**src/rtl/sram_ctl_pkg.sv**
```systemverilog
// Package: shared state encoding, strobe bundle and constant helpers for
// the asynchronous SRAM controller. Assumes strobes are active low.
package sram_ctl_pkg;

    typedef enum logic [2:0] {
        ST_IDLE   = 3'd0,
        ST_RD     = 3'd1,
        ST_WTURN  = 3'd2,
        ST_WSETUP = 3'd3,
        ST_WPULSE = 3'd4,
        ST_WHOLD  = 3'd5
    } seq_state_t;

    typedef struct packed {
        logic sel_n;
        logic rd_en_n;
        logic wr_en_n;
        logic drive;
    } pin_ctl_t;

    localparam pin_ctl_t PINS_IDLE = '{sel_n: 1'b1, rd_en_n: 1'b1, wr_en_n: 1'b1, drive: 1'b0};

    // Whole clock cycles needed to cover a nanosecond minimum (rounded up).
    function automatic int unsigned cyc_of(input int unsigned ns, input int unsigned clk_ps);
        return (ns * 1000 + clk_ps - 1) / clk_ps;
    endfunction

    function automatic int unsigned umax(input int unsigned a, input int unsigned b);
        return (a > b) ? a : b;
    endfunction

    // Strobe and drive levels that belong to each sequencer state.
    function automatic pin_ctl_t pins_for(input seq_state_t s);
        pin_ctl_t p;
        p = PINS_IDLE;
        case (s)
            ST_RD:     begin p.sel_n = 1'b0; p.rd_en_n = 1'b0; end
            ST_WTURN:  begin p.sel_n = 1'b0; end
            ST_WSETUP: begin p.sel_n = 1'b0; p.drive = 1'b1; end
            ST_WPULSE: begin p.sel_n = 1'b0; p.drive = 1'b1; p.wr_en_n = 1'b0; end
            ST_WHOLD:  begin p.sel_n = 1'b0; p.drive = 1'b1; end
            default:   p = PINS_IDLE;
        endcase
        return p;
    endfunction

endpackage

```
**src/rtl/sram_phase_timer.sv**
```systemverilog
// Module: down-counter that times one sequencer phase.
// Loading N-1 on phase entry makes 'expired' rise in the Nth cycle of the
// phase. Assumes the sequencer reloads it on every phase change.
module sram_phase_timer #(
    parameter int unsigned CNT_W = 4
) (
    input  logic             clk,
    input  logic             rst_n,
    input  logic             load,
    input  logic [CNT_W-1:0] load_val,
    output logic             expired
);

    logic [CNT_W-1:0] cnt_q;

    // Reload on phase entry, otherwise count down to zero and stay there.
    always_ff @(posedge clk) begin
        if (!rst_n) begin
            cnt_q <= '0;
        end else if (load) begin
            cnt_q <= load_val;
        end else if (cnt_q != '0) begin
            cnt_q <= cnt_q - 1'b1;
        end
    end

    assign expired = (cnt_q == '0);

endmodule

```
**src/rtl/sram_xfer_regs.sv**
```systemverilog
// Module: request address/data capture and read-data capture.
// Assumes 'accept' and 'capture' are single-cycle pulses from the sequencer.
module sram_xfer_regs #(
    parameter int unsigned ADDR_W = 19,
    parameter int unsigned DATA_W = 8
) (
    input  logic              clk,
    input  logic              rst_n,
    input  logic              accept,
    input  logic              capture,
    input  logic [ADDR_W-1:0] req_addr,
    input  logic [DATA_W-1:0] req_wdata,
    input  logic [DATA_W-1:0] mem_dq_in,
    output logic [ADDR_W-1:0] addr_q,
    output logic [DATA_W-1:0] wdata_q,
    output logic [DATA_W-1:0] rdata_q
);

    // Freeze the request payload for the whole access.
    always_ff @(posedge clk) begin
        if (!rst_n) begin
            addr_q  <= '0;
            wdata_q <= '0;
        end else if (accept) begin
            addr_q  <= req_addr;
            wdata_q <= req_wdata;
        end
    end

    // Sample the memory data at the end of the read window.
    always_ff @(posedge clk) begin
        if (!rst_n) begin
            rdata_q <= '0;
        end else if (capture) begin
            rdata_q <= mem_dq_in;
        end
    end

endmodule

```
**src/rtl/sram_seq.sv**
```systemverilog
// Module: access sequencer. Walks read and write phases, reloads the
// phase timer and registers the strobes one-to-one from the next state,
// so the pins are glitch-free flops. Assumes all counts are at least 1.
module sram_seq
    import sram_ctl_pkg::*;
#(
    parameter int unsigned CNT_W     = 4,
    parameter int unsigned RD_CYC    = 8,
    parameter int unsigned TURN_CYC  = 3,
    parameter int unsigned PULSE_CYC = 5,
    parameter int unsigned HOLD_CYC  = 1
) (
    input  logic             clk,
    input  logic             rst_n,
    input  logic             req_valid,
    input  logic             req_write,
    input  logic             expired,
    output logic             load,
    output logic [CNT_W-1:0] load_val,
    output logic             accept,
    output logic             capture,
    output logic             done_q,
    output pin_ctl_t         pins_q
);

    localparam logic [CNT_W-1:0] LD_RD    = CNT_W'(RD_CYC - 1);
    localparam logic [CNT_W-1:0] LD_TURN  = CNT_W'(TURN_CYC - 1);
    localparam logic [CNT_W-1:0] LD_PULSE = CNT_W'(PULSE_CYC - 1);
    localparam logic [CNT_W-1:0] LD_HOLD  = CNT_W'(HOLD_CYC - 1);

    seq_state_t state_q, state_d;
    logic       last_rd_q;
    logic       finish;

    // Next-state, timer reload and handshake decode.
    always_comb begin
        state_d  = state_q;
        load     = 1'b0;
        load_val = '0;
        accept   = 1'b0;
        capture  = 1'b0;
        finish   = 1'b0;
        unique case (state_q)
            ST_IDLE: begin
                if (req_valid && !done_q) begin
                    accept = 1'b1;
                    load   = 1'b1;
                    if (!req_write) begin
                        state_d  = ST_RD;
                        load_val = LD_RD;
                    end else if (last_rd_q) begin
                        state_d  = ST_WTURN;
                        load_val = LD_TURN;
                    end else begin
                        state_d  = ST_WSETUP;
                    end
                end
            end
            ST_RD: begin
                if (expired) begin
                    state_d = ST_IDLE;
                    capture = 1'b1;
                    finish  = 1'b1;
                end
            end
            ST_WTURN: begin
                if (expired) begin
                    state_d = ST_WSETUP;
                    load    = 1'b1;
                end
            end
            ST_WSETUP: begin
                if (expired) begin
                    state_d  = ST_WPULSE;
                    load     = 1'b1;
                    load_val = LD_PULSE;
                end
            end
            ST_WPULSE: begin
                if (expired) begin
                    state_d  = ST_WHOLD;
                    load     = 1'b1;
                    load_val = LD_HOLD;
                end
            end
            ST_WHOLD: begin
                if (expired) begin
                    state_d = ST_IDLE;
                    finish  = 1'b1;
                end
            end
            default: state_d = ST_IDLE;
        endcase
    end

    // State, previous-access kind, completion pulse and registered strobes.
    always_ff @(posedge clk) begin
        if (!rst_n) begin
            state_q   <= ST_IDLE;
            last_rd_q <= 1'b0;
            done_q    <= 1'b0;
            pins_q    <= PINS_IDLE;
        end else begin
            state_q <= state_d;
            done_q  <= finish;
            pins_q  <= pins_for(state_d);
            if (accept) begin
                last_rd_q <= !req_write;
            end
        end
    end

endmodule

```
**src/rtl/sram_ctl.sv**
```systemverilog
// Module: top of the asynchronous SRAM controller. Derives every phase
// length from the clock period and the memory's nanosecond limits, and
// wires sequencer, phase timer and transfer registers. Assumes the pad
// ring builds the tri-state data buffer from mem_dq_out/mem_dq_oe.
module sram_ctl
    import sram_ctl_pkg::*;
#(
    parameter int unsigned ADDR_W         = 19,
    parameter int unsigned DATA_W         = 8,
    parameter int unsigned CLK_PS         = 8000,
    parameter int unsigned WE_PULSE_NS    = 40,
    parameter int unsigned DATA_SETUP_NS  = 25,
    parameter int unsigned SEL_TO_END_NS  = 45,
    parameter int unsigned WR_CYCLE_NS    = 55,
    parameter int unsigned ADDR_ACCESS_NS = 55,
    parameter int unsigned OE_ACCESS_NS   = 25,
    parameter int unsigned RELEASE_NS     = 20
) (
    input  logic              clk,
    input  logic              rst_n,
    input  logic              req_valid,
    input  logic              req_write,
    input  logic [ADDR_W-1:0] req_addr,
    input  logic [DATA_W-1:0] req_wdata,
    output logic              req_ready,
    output logic [DATA_W-1:0] req_rdata,
    output logic [ADDR_W-1:0] mem_addr,
    output logic              mem_sel_n,
    output logic              mem_rd_en_n,
    output logic              mem_wr_en_n,
    output logic [DATA_W-1:0] mem_dq_out,
    output logic              mem_dq_oe,
    input  logic [DATA_W-1:0] mem_dq_in
);

    localparam int unsigned WP_CYC    = cyc_of(WE_PULSE_NS, CLK_PS);
    localparam int unsigned DW_CYC    = cyc_of(DATA_SETUP_NS, CLK_PS);
    localparam int unsigned SE_CYC    = cyc_of(SEL_TO_END_NS, CLK_PS);
    localparam int unsigned WC_CYC    = cyc_of(WR_CYCLE_NS, CLK_PS);
    localparam int unsigned AA_CYC    = cyc_of(ADDR_ACCESS_NS, CLK_PS) + 1;
    localparam int unsigned OA_CYC    = cyc_of(OE_ACCESS_NS, CLK_PS) + 1;
    localparam int unsigned RD_CYC    = umax(AA_CYC, OA_CYC);
    localparam int unsigned PULSE_CYC = umax(1, umax(umax(WP_CYC, DW_CYC), (SE_CYC > 1) ? SE_CYC - 1 : 0));
    localparam int unsigned HOLD_CYC  = umax(1, (WC_CYC > PULSE_CYC + 1) ? WC_CYC - PULSE_CYC - 1 : 0);
    localparam int unsigned TURN_CYC  = umax(1, cyc_of(RELEASE_NS, CLK_PS));
    localparam int unsigned MAX_CYC   = umax(umax(RD_CYC, PULSE_CYC), umax(HOLD_CYC, TURN_CYC));
    localparam int unsigned CNT_W     = umax(1, $clog2(MAX_CYC));

    logic             load;
    logic [CNT_W-1:0] load_val;
    logic             expired;
    logic             accept;
    logic             capture;
    pin_ctl_t         pins;

    sram_seq #(
        .CNT_W    (CNT_W),
        .RD_CYC   (RD_CYC),
        .TURN_CYC (TURN_CYC),
        .PULSE_CYC(PULSE_CYC),
        .HOLD_CYC (HOLD_CYC)
    ) seq_i (
        .clk      (clk),
        .rst_n    (rst_n),
        .req_valid(req_valid),
        .req_write(req_write),
        .expired  (expired),
        .load     (load),
        .load_val (load_val),
        .accept   (accept),
        .capture  (capture),
        .done_q   (req_ready),
        .pins_q   (pins)
    );

    sram_phase_timer #(
        .CNT_W(CNT_W)
    ) timer_i (
        .clk     (clk),
        .rst_n   (rst_n),
        .load    (load),
        .load_val(load_val),
        .expired (expired)
    );

    sram_xfer_regs #(
        .ADDR_W(ADDR_W),
        .DATA_W(DATA_W)
    ) regs_i (
        .clk      (clk),
        .rst_n    (rst_n),
        .accept   (accept),
        .capture  (capture),
        .req_addr (req_addr),
        .req_wdata(req_wdata),
        .mem_dq_in(mem_dq_in),
        .addr_q   (mem_addr),
        .wdata_q  (mem_dq_out),
        .rdata_q  (req_rdata)
    );

    assign mem_sel_n   = pins.sel_n;
    assign mem_rd_en_n = pins.rd_en_n;
    assign mem_wr_en_n = pins.wr_en_n;
    assign mem_dq_oe   = pins.drive;

endmodule

```
**config.mk**
```make
export PLATFORM = sky130hd
export DESIGN_NAME = sram_ctl
export DESIGN_NICKNAME = d
export VERILOG_FILES = /design/src/rtl/sram_ctl_pkg.sv /design/src/rtl/sram_phase_timer.sv /design/src/rtl/sram_xfer_regs.sv /design/src/rtl/sram_seq.sv /design/src/rtl/sram_ctl.sv
export SDC_FILE = /design/constraint.sdc
export NUM_CORES = 1
export LEC_CHECK = 0
export ABC_AREA = 1
export BUFFER_PORTS_ARGS = -buffer_cell sky130_fd_sc_hd__buf_2
export CAP_MARGIN = 0
export CORE_UTILIZATION = 42
export DETAILED_ROUTE_END_ITERATION = 12
export GPL_TIMING_DRIVEN = 0
export PLACE_DENSITY = 0.72
export RECOVER_POWER = 100
export SYNTH_ARGS = -nofsm -noshare
export SYNTH_HDL_FRONTEND = slang
export SYNTH_SLANG_ARGS = --single-unit
export TNS_END_PERCENT = 1
```
**constraint.sdc**
```tcl
create_clock -name clk -period 3.5 [get_ports clk]
set_input_delay 0.525 -clock clk [delete_from_list [all_inputs] [get_ports clk]]
set_output_delay 0.525 -clock clk [all_outputs]
set_load 0.05 [all_outputs]
```
# Yosys cells after proc, flatten, opt, wreduce, memory -nomap -nowiden
# Cells that the tools add are included.
# op_classes
bitwise_logic	0
mux	24
order_cmp	0
add_sub_neg	1
n_mul	0
div	0
n_shift	0
n_eq_ne	10
reduce_logical	12
# ops
operator	n
$mux 3	11
$pmux 3 s5	1
$eq 3x2->1 const B	4
$eq 3x3->1 const B	4
$mux 1	9
$eq 3x1->1 const B	2
$logic_not 3->1	2
$pmux 3 s2	1
$reduce_or 3->1	2
$reduce_or 5->1	1
$reduce_bool 3->1	1
$sub 3x1->3 const B	1
$logic_not 1->1	2
$mux 2	1
$pmux 1 s2	1
$reduce_and 2->1	1
$reduce_bool 2->1	1
$reduce_or 2->1	1
$logic_and 1x1->1	1
# totals
elab_cells	58
n_memories	0
regBits	47
ram_bits	0
romBits	0
latchBits	0

# Longest topological paths before layout
# depth
ltp_word	7
ltp_mapped	11
depth_no_buf	11

# Cells and area by module
# Synthesis repeated with hierarchy kept, for this count alone.
# hier_totals
hier_cells	312
hier_area_um2	2113.3
# modules_own_cells
mod	n_inst	area_each_um2	cells_each
sram_xfer_regs	1	1477.7	222
sram_seq	1	435.4	61
sram_phase_timer	1	200.2	29

# Worst setup path before layout
# Ideal clock, no wire load.
# synth_path
path_type	reg2reg
from	reg timer_i.cnt_q[0]
to	reg regs_i.rdata_q[0]
arrival_time_ps	1280
setup_slack_ps	2103
path_stages_with_launch	10
path_cell_list	dfxtp_1 inv_1 ha_1 inv_1 nor2_4 nand2_1 nor2_4 inv_1 nor2_1 nor2_1
# synth_between
elab_chain_len	3
# synth_rtl
item	line	text
start, declared	sram_phase_timer.sv:14	logic [CNT_W-1:0] cnt_q;
start signal, assigned	sram_phase_timer.sv:21	cnt_q <= load_val;
start signal, assigned	sram_phase_timer.sv:23	cnt_q <= cnt_q - 1'b1;
$logic_not 3->1	sram_phase_timer.sv:27	assign expired = (cnt_q == '0);
$mux 1	sram_seq.sv:60	if (expired) begin
$mux 1	sram_seq.sv:43	unique case (state_q)
end signal, assigned	sram_xfer_regs.sv:35	rdata_q <= mem_dq_in;
end, declared	sram_xfer_regs.sv:16	output logic [DATA_W-1:0] rdata_q
# Every way passes these cells.
# A chain may end at the register's enable or synchronous reset.

# Worst setup path in the final report
# layout_path
from	reg timer_i.cnt_q[0]
to	reg regs_i.rdata_q[1]
# The elaborated chain is that of the path after synthesis.

==> flow_summary.rst <==
.. list-table::
   :header-rows: 1

   * - Metric
     - Value
   * - Worst-case vdd ir drop
     - 421 µV
   * - Clock Tree Buf Depth
     - 2
   * - Final hold vios
     - 0
   * - GRT Util Overall
     - 18.0%
   * - Routed Wire Length
     - 4.24 mm
   * - Final Net Count
     - 375
   * - Routed via count divided by cell count
     - 4.72
   * - Total nets after synthesis
     - 290
   * - Final clock skew
     - 0.00416 ns
   * - Worst path cell trace
     - inv_1 -> ha_1 -> inv_1 -> nor2_1 -> nand2_1 -> nor2_1 -> inv_1 -> nor2_1 -> nor2_1
   * - Post-CTS Hold Fix Bufs
     - 0
   * - Yosys reg bits
     - 47
   * - Clock Sink Count
     - 47
   * - Type of the worst setup path
     - reg -> reg
   * - Maximum operating frequency
     - 461 MHz
   * - Uppermost metal layer occupied by signal nets
     - met4
   * - Leakage Power
     - 0.00107 µW
   * - Worst endpoint required time
     - 3.69 ns
   * - Met3 routed wirelength
     - 336 µm
   * - Area share of the largest cell type after synthesis
     - 50.2%
   * - PD cells
     - 877 nW/µm²
   * - Yosys cell types
     - 23
   * - Area leader, netlist
     - sky130_fd_sc_hd__dfxtp_1
   * - Number of antenna violations at the first check in global routing
     - 0
   * - Detail Route Antenna Nets
     - 0
   * - Portion of the clock cycle consumed by the worst path in the final layout
     - 62.0%
   * - Starting DRC count in detailed routing
     - 59
   * - Cell at the slowest stage of the critical path
     - sky130_fd_sc_hd__nor2_1
   * - Starting Density
     - 45.3%
   * - Max capacitance violation total
     - 0
   * - Slew headroom
     - 58.5%
   * - Final critical-path required period
     - 2.17 ns
   * - Post-CTS repair timing setup buffer count
     - 0
   * - DR pass1 iterations
     - 4
   * - Total standard cell area after synthesis
     - 1880 µm²
   * - Global-route wire length before repair
     - 6.20 mm
   * - RSZ-0062 raised after global routing
     - no
   * - Total vias in the final route
     - 1816
   * - Top cells by area in the synthesized netlist
     - sky130_fd_sc_hd__dfxtp_1, sky130_fd_sc_hd__nor2_1, sky130_fd_sc_hd__o21ai_0
   * - Async set-reset flop share out of synthesis
     - 0%
   * - Area growth, synth to finish
     - 24.1%
   * - Setup tns final
     - 0 ns
   * - Number of max-slew violations in the final report
     - 0
   * - Hold crit path type
     - in -> reg
   * - Skew-Pair Late Insertion Delay
     - 0.29 ns
   * - Routed met2 length
     - 1.90 mm
   * - Total I/O pin count
     - 79
   * - EDFF count, synth
     - 0
   * - Count of input and output buffers
     - 78
   * - Per-instance average area after synthesis
     - 7.53 µm²
   * - Delay of the slowest cell on the worst path
     - 0.45 ns
   * - Core footprint
     - 4140 µm²
   * - Overflow left after global routing
     - 0
   * - Worst Setup Start Kind
     - flip-flop
   * - Die Span X
     - 68.8 µm
   * - Fraction of final layout cells with drive strength greater than 1
     - 15.8%
   * - Clock tree root driver cell
     - sky130_fd_sc_hd__clkbuf_8
   * - Final-layout worst hold slack
     - 0.453 ns
   * - Number of standard cells after synthesis
     - 249
   * - Met1 wire length
     - 1.97 mm
   * - Most used standard cell by instance count after synthesis
     - sky130_fd_sc_hd__nor2_1
   * - Final weighted congestion in routability-driven placement
     - 0.846
   * - Status
     - complete, no violations
   * - Vert. Die Dim
     - 68.8 µm
   * - Count of warnings emitted by yosys
     - 0
   * - Cts repair resizes
     - 0
   * - Measured slew at the worst slew-check pin
     - 0.626 ns
   * - H-tree level count
     - 2
   * - Count of endpoints failing setup in the final report
     - 0
   * - Pin count of the biggest net entering global routing
     - 14
   * - Post-CTS clock slew at the launch and capture registers of the worst setup and hold paths
     - 0.08 ns
   * - Endpoint arrival time on the critical path
     - 2.36 ns
   * - Commonest cells in the synthesized netlist
     - sky130_fd_sc_hd__nor2_1, sky130_fd_sc_hd__dfxtp_1, sky130_fd_sc_hd__o21ai_0
   * - Most numerous cell on the critical path
     - sky130_fd_sc_hd__nor2_1
   * - Vias in the first global route
     - 1495
   * - Number of diodes added for antenna fixing
     - 0
   * - Predominant post-synthesis flop cell
     - sky130_fd_sc_hd__dfxtp_1
   * - Clock tree from TritonCTS
     - done
   * - Maximum fanout along the worst path
     - 9
   * - Seq/Total Area, Yosys
     - 50.2%
   * - Floorplan die area
     - 4740 µm²
   * - Dpl hpwl
     - 3.15 mm
   * - Rows
     - 23
   * - CTS Buf Count
     - 5
   * - Mean routed wirelength per cell
     - 11.0 µm
   * - Number of design rule violations left after detail routing
     - 0
   * - Capturing element type of the critical path
     - flip-flop
[where the power goes]
| group | internal, µW | switching [µW] |
|---|---|---|
| registers | 675 | 68.5 |
| clock network | 140 | 166 |
| logic | 234 | 760 |
| total | 1050 | 994 |
[critical path, delay by kind of cell, from the launching register on]
family	cells	cell delay, ns
simple gates	5	1.15
fa+ha+maj	1	0.20
buf+inv	3	0.41
flops	1	0.31
[metal layers]
metal  track usage [%]  up-vias
li1                  -      954
met4              7.40        0
met2              29.3       70
met1              21.3      787
met5                 0        -
met3              6.58        5
[through the flow]
stage                     power, µW  setup slack [ns]  cell area, µm²  cells  utilization, %
after floorplan                1580              2.10            1880    249               -
after global placement         1790              1.84            2330    377            56.2
after detailed placement       1810              1.83            2330    377            56.2
after CTS                      2110              1.82            2410    385            58.2
after global routing           2190             0.999            2330    385            56.2
final                          2040              1.33            2330    385            56.2
[final timing paths]
path	from	end	slack, ns	depth (start not counted)
setup / recovery	timer_i.cnt_q[0]$_SDFFE_PN0P_	regs_i.rdata_q[1]$_SDFFE_PN0P_	1.33	9
hold / removal	mem_dq_in[4]	regs_i.rdata_q[4]$_SDFFE_PN0P_	0.45	3
setup reg to reg	timer_i.cnt_q[0]$_SDFFE_PN0P_	regs_i.rdata_q[1]$_SDFFE_PN0P_	1.33	9
hold reg to reg	regs_i.addr_q[16]$_SDFFE_PN0P_	regs_i.addr_q[16]$_SDFFE_PN0P_	0.48	2
[kinds of logic (layout without fill, tap and decap cells)]
kind of cell	Yosys count	after routing	share of synthesized area, %
simple gates	133	133	30.6
flops	47	47	50.2
compound gates	39	39	10.6
buf+inv	27	113	6.80
fa+ha+maj	2	2	1.33
xor+xnor	1	1	0.467
[cell type report]
cell class              instances  area (µm²)
clock buffers                   7        76.3
inverters                      16        60.1
well taps                      50        62.6
clock inverters                 1        5.00
fillers                       428        1820
flip-flops and latches         47         941
repair buffers                 78         340
plain buffers                  11        65.1
multi-input cells             175         778
[cells in the final DEF (no fill, tap or decap)]
| cell | Yosys | layout |
|---|---|---|
| sky130_fd_sc_hd__ha_1 | 2 | 2 |
| sky130_fd_sc_hd__nor2_4 | 4 | 2 |
| sky130_fd_sc_hd__nand3_1 | 9 | 10 |
| sky130_fd_sc_hd__nand4_1 | 4 | 4 |
| sky130_fd_sc_hd__xor2_1 | 1 | 1 |
| sky130_fd_sc_hd__o21ai_1 | 1 | 1 |
| sky130_fd_sc_hd__nand3_2 | 2 | 1 |
| sky130_fd_sc_hd__nor3_1 | 1 | 1 |
| sky130_fd_sc_hd__dfxtp_1 | 47 | 47 |
| sky130_fd_sc_hd__nor2_1 | 78 | 81 |
| sky130_fd_sc_hd__clkbuf_1 | 5 | 49 |
| sky130_fd_sc_hd__inv_2 | 1 | 1 |
| sky130_fd_sc_hd__nand2_1 | 31 | 32 |
| sky130_fd_sc_hd__inv_1 | 15 | 15 |
| sky130_fd_sc_hd__and2_1 | 1 | 1 |
| sky130_fd_sc_hd__clkbuf_8 | 0 | 5 |
| sky130_fd_sc_hd__o21ai_0 | 35 | 35 |
| sky130_fd_sc_hd__buf_2 | 2 | 39 |
| sky130_fd_sc_hd__clkinv_2 | 0 | 1 |
| sky130_fd_sc_hd__a21oi_1 | 2 | 3 |
| sky130_fd_sc_hd__buf_6 | 3 | 3 |
| sky130_fd_sc_hd__nand2_2 | 2 | 1 |
[sequential cells by signal (all words and copies together), names as in the netlist]
register	flops
seq_i.state_q	3
regs_i.addr_q	19
seq_i.done_q	1
regs_i.rdata_q	8
seq_i.pins_q	4
regs_i.wdata_q	8
timer_i.cnt_q	3
seq_i.last_rd_q	1
Power figures use the tool's default switching activity.
